### config.mk
export PLATFORM = sky130hd
export DESIGN_NAME = ifetch_perm_check
export DESIGN_NICKNAME = d
export VERILOG_FILES = /design/src/rtl/ifetch_perm_check.sv
export SDC_FILE = /design/constraint.sdc
export NUM_CORES = 1
export LEC_CHECK = 0
export BUFFER_PORTS_ARGS = -buffer_cell sky130_fd_sc_hd__buf_4
export CORE_ASPECT_RATIO = 0.75
export CORE_MARGIN = 5
export CORE_UTILIZATION = 50
export CTS_CLUSTER_SIZE = 40
export DETAILED_ROUTE_END_ITERATION = 6
export PLACE_DENSITY = 0.78
export SLEW_MARGIN = 20
export SYNTH_ARGS = -nofsm -noshare
export SYNTH_HDL_FRONTEND = slang
export SYNTH_SLANG_ARGS = --single-unit
### constraint.sdc
create_clock -name clk -period 5.19 [get_ports clk]
set_input_delay 0.7785 -clock clk [delete_from_list [all_inputs] [get_ports clk]]
set_output_delay 0.7785 -clock clk [all_outputs]
set_load 0.02 [all_outputs]
### src/rtl/ifetch_perm_check.sv
module ifetch_perm_check #(
  parameter int VPN_W      = 20,
  parameter int ENTRIES    = 8,
  parameter int LARGE_BITS = 9
) (
  input  logic             clk,
  input  logic             rst_n,
  input  logic             flush,
  input  logic             fill_valid,
  input  logic [VPN_W-1:0] fill_vpn,
  input  logic [63:0]      fill_pte,
  input  logic             req_valid,
  input  logic [1:0]       req_type,
  input  logic [VPN_W-1:0] req_vpn,
  input  logic             req_user,
  input  logic             nx_enable,
  output logic             grant,
  output logic             fault,
  output logic             miss,
  output logic [4:0]       fault_code
);
  localparam int PTR_W  = (ENTRIES > 1) ? $clog2(ENTRIES) : 1;
  localparam int BIT_P  = 0;
  localparam int BIT_W  = 1;
  localparam int BIT_U  = 2;
  localparam int BIT_LG = 7;
  localparam int BIT_NX = 63;
  localparam logic [1:0] ACC_WRITE = 2'b01;
  localparam logic [1:0] ACC_FETCH = 2'b10;

  logic [ENTRIES-1:0] e_valid, e_p, e_w, e_u, e_nx, e_lg;
  logic [VPN_W-1:0]   e_tag [ENTRIES];
  logic [PTR_W-1:0]   fill_ptr;
  logic [ENTRIES-1:0] hit_vec;
  logic [PTR_W-1:0]   sel;
  logic               hit, is_write, is_fetch, violation, deny, do_fault;
  logic [4:0]         code_n;
  logic               unused_pte_bits;

  assign unused_pte_bits = ^{fill_pte[62:8], fill_pte[6:3]};

  for (genvar g = 0; g < ENTRIES; g++) begin : g_match
    assign hit_vec[g] = e_valid[g]
      && (req_vpn[VPN_W-1:LARGE_BITS] == e_tag[g][VPN_W-1:LARGE_BITS])
      && (e_lg[g] || (req_vpn[LARGE_BITS-1:0] == e_tag[g][LARGE_BITS-1:0]));
  end

  always_comb begin
    sel = '0;
    for (int i = ENTRIES - 1; i >= 0; i--)
      if (hit_vec[i]) sel = PTR_W'(i);
  end

  assign hit       = |hit_vec;
  assign is_write  = (req_type == ACC_WRITE);
  assign is_fetch  = (req_type == ACC_FETCH);
  assign violation = (is_write && !e_w[sel])
                   || (req_user && !e_u[sel])
                   || (is_fetch && nx_enable && e_nx[sel]);
  assign deny      = !e_p[sel] || violation;
  assign do_fault  = req_valid && hit && deny;
  assign code_n    = {is_fetch, 1'b0, req_user, is_write, e_p[sel]};

  always_ff @(posedge clk) begin
    if (!rst_n) begin
      grant      <= 1'b0;
      fault      <= 1'b0;
      miss       <= 1'b0;
      fault_code <= '0;
    end else begin
      grant      <= req_valid && hit && !deny;
      fault      <= do_fault;
      miss       <= req_valid && !hit;
      fault_code <= do_fault ? code_n : 5'd0;
    end
  end

  always_ff @(posedge clk) begin
    if (!rst_n) begin
      e_valid  <= '0;
      fill_ptr <= '0;
    end else if (flush) begin
      e_valid  <= '0;
      fill_ptr <= '0;
    end else if (fill_valid) begin
      e_valid[fill_ptr] <= 1'b1;
      fill_ptr <= (fill_ptr == PTR_W'(ENTRIES - 1)) ? '0 : fill_ptr + 1'b1;
    end
  end

  always_ff @(posedge clk) begin
    if (fill_valid && !flush) begin
      e_tag[fill_ptr] <= fill_vpn;
      e_p[fill_ptr]   <= fill_pte[BIT_P];
      e_w[fill_ptr]   <= fill_pte[BIT_W];
      e_u[fill_ptr]   <= fill_pte[BIT_U];
      e_lg[fill_ptr]  <= fill_pte[BIT_LG];
      e_nx[fill_ptr]  <= fill_pte[BIT_NX];
    end
  end
endmodule

==> results.tsv <==
metric	value	unit
synth-seq-cells	218	
fp.dieArea	21900	um2
hp-start	e_valid[2]$_SDFFE_PP0P_	
worst_pin_slew	857	ps
cts_sinks	218	
syn_area	9480	um2
cp-start-kind	input port	
regToRegSetupSlack	1600	ps
dp.cells	926	
reg2reg_depth	10	
grt_pass1_wl	31.3	mm
crit_family	simple AND/OR/NAND/NOR gates	
status	completed	
clk_path_buf_depth	3	
vias_per_cell	5.72	
clk_pin_slew	60	ps
max_stage_delay	670	ps
dr_total_vias	5517	
routed_wirelength	20.8	mm
hold_buffers	0	
crit_required	5580	ps
num_io_pins	121	
slew_headroom	42.8	%
drc	0	
die_x	169	um
yosysWarningCount	0	
grt_max_degree	26	
finalNonFillerCells	964	
dp_hpwl	14.3	mm
syn_inst	637	
insertion_delay	490	ps
grt_overflow	0	
critPathArrivalTime	4090	ps
cts_resized	0	
fmax	271	MHz
core	18600	um2
crit_chain	buf_4 -> xor2_1 -> nor4_1 -> a41oi_1 -> or4_4 -> a21oi_4 -> nor2_2 -> mux2_4 -> a2111oi_4 -> a31oi_2 -> a211oi_1	
antenna_cells	0	
cp_max_fo	8	
whs	507	ps
r2r_end	fault_code[1]$_SDFF_PN0_	
synth_top_area_share	63.3	%
final_max_slew_viol_count	0	
fp.dieH	129	um
hold_viol_final	0	
fin_crit_sh	71.2	%
drt_iter0_drc	371	
wl_per_cell	21.6	um
min_path_cells	2	
fin_ws	1490	ps
final_common_cell	edfxtp_1	
ir_drop	240	uV
globalplace.congestion	0.872	
drt-pass1-iter-count	5	
synth.avg_cell_area	14.9	um2
ys_types	62	
start_util	51.1	%
critical_path_cell_count	11	
place_ws	1010	ps
rows	43	
rsz0062_at_grt	false	
cts_tree	done	
yosys.area.top_type	edfxtp_1	
globalRouteTotalUtil	18.9	%
syn_nets	752	
seq_area_frac_synth	67.1	%
fin_util	58.4	%
synth_edf_count	200	
synth_area_leaders	edfxtp_1, xnor2_1, xor2_1	
fin_skew	7.35	ps
ys.flop_type	edfxtp_1	
cp_num_buf_inv	1	
clockRootBuffer	clkbuf_16	
period_minus_slack	3700	ps
setup_tns	0	ps
reg2reg_from	e_tag[1][8]$_DFFE_PP_	
maxCapViolations	0	
p_per_area	331	nW/um2
hold_end	e_valid[2]$_SDFFE_PP0P_	
final_cell_mix	edfxtp_1, xnor2_1, buf_4	
cpMaxStageDelayCell	or4_4	
grt_pass1_vias	5554	
drive_gt1_share	17.3	%
crit_path_end_kind	register	
criticalPathCategory	input port to register	
antenna_found_initial	0	
synth-async-reset-ratio	0	%
p_leak	3.49	nW
hold_class	register to register	
ant_nets	0	
port_buffers	60	
finalSetupViolations	0	
htreeDepth	1	
post-cts-setup-buffers	0	
cts_buffers	21	
nets	817	
area_growth	14.2	%
==> synth_stat cells, drive strengths merged (3+ instances only) <==
master and instances:
a211oi 6, a41oi 4, or3 6, xor2 60
nor2 30, a21oi 8, dfxtp 18, nand2 15
nand2b 6, edfxtp 200, nand4 41, nor3 17
clkbuf 4, mux2i 12, a41o 3, inv 3
o2bb2ai 3, xnor2 100, a31oi 9, nand3 4
or2 3, buf 22, nor2b 5, a2bb2oi 3
nor4 9, o21ai 9, o2111ai 3
==> worst max-delay path by stage <==
| stage | startpoint | slack, ps | endpoint |
|---|---|---|---|
| 2_1_floorplan | fill_valid | 1510 | e_lg[0]$_DFFE_PP_ |
| 3_3_place_gp | req_vpn[8] | 1090 | fault_code[0]$_SDFF_PN0_ |
| 3_5_place_dp | req_vpn[8] | 1010 | fault_code[1]$_SDFF_PN0_ |
| 4_1_cts | req_vpn[8] | 1520 | fault_code[1]$_SDFF_PN0_ |
| 5_1_grt | req_vpn[8] | 1360 | grant$_SDFF_PN0_ |
| 6_report | req_vpn[8] | 1490 | fault_code[1]$_SDFF_PN0_ |
==> layout make-up <==
class / instances / area, um2
clock inverters: 15 / 126
well taps: 247 / 309
flip-flops and latches: 218 / 6370
fillers: 1444 / 7730
clock buffers: 23 / 533
repair buffers: 68 / 510
multi-input cells: 390 / 2980
inverters: 3 / 11.3
==> report_power, final <==
| part | switching (mW) | internal (mW) |
|---|---|---|
| combinational | 0.118 | 0.0790 |
| sequential | 0.00674 | 1.93 |
| clock | 0.612 | 0.842 |
| total | 0.737 | 2.85 |
==> worst register-to-register path, stage by stage, from the launching register on <==
cell and delay (ps):
edfxtp_1 370, xor2_1 150, nor4_1 620, a41oi_1 340, or4_4 670, a21oi_4 160, nor2_2 100, mux2_4 320
a2111oi_4 370, a31oi_2 120, a211oi_1 290
==> stage by stage <==
step	cell area (um2)	power (mW)
after floorplan	9480	2.09
after global placement	10200	2.17
after detailed placement	10200	2.17
after CTS	10800	3.62
after global routing	10800	3.71
final	10800	3.59
==> cell families (layout without fill, tap and decap cells) <==
kind of cell             Yosys count  count (layout)  synth area share, %
flip-flops                       218             218                 67.1
AND/OR/NAND/NOR                  145             145                 8.55
AO/OA/AOI/OAI                     68              68                 5.94
other                              1               1               0.0395
XOR/XNOR                         160             160                 14.8
multiplexers                      14              14                 1.54
buffers and inverters             29             109                 1.77
adder cells (fa/ha/maj)            2               2                0.264
==> flip-flops by register name, indices dropped and copies added (netlist names), 3 cells and up <==
register	cells
e_nx	8
e_u	8
fill_ptr	3
e_p	8
e_tag	160
e_valid	8
e_lg	8
fault_code	4
e_w	8
==> routing by layer <==
metal,wire [um],part of all wire (%),track usage (%),vias up
met4,395,1.9,4.54,0
li1,-,-,-,2525
met5,0,0,0,-
met1,9160,44,25.6,2755
met2,10100,48,32.3,205
met3,1210,5.8,3.17,32
Note: power is estimated with default switching activity, not from simulation.
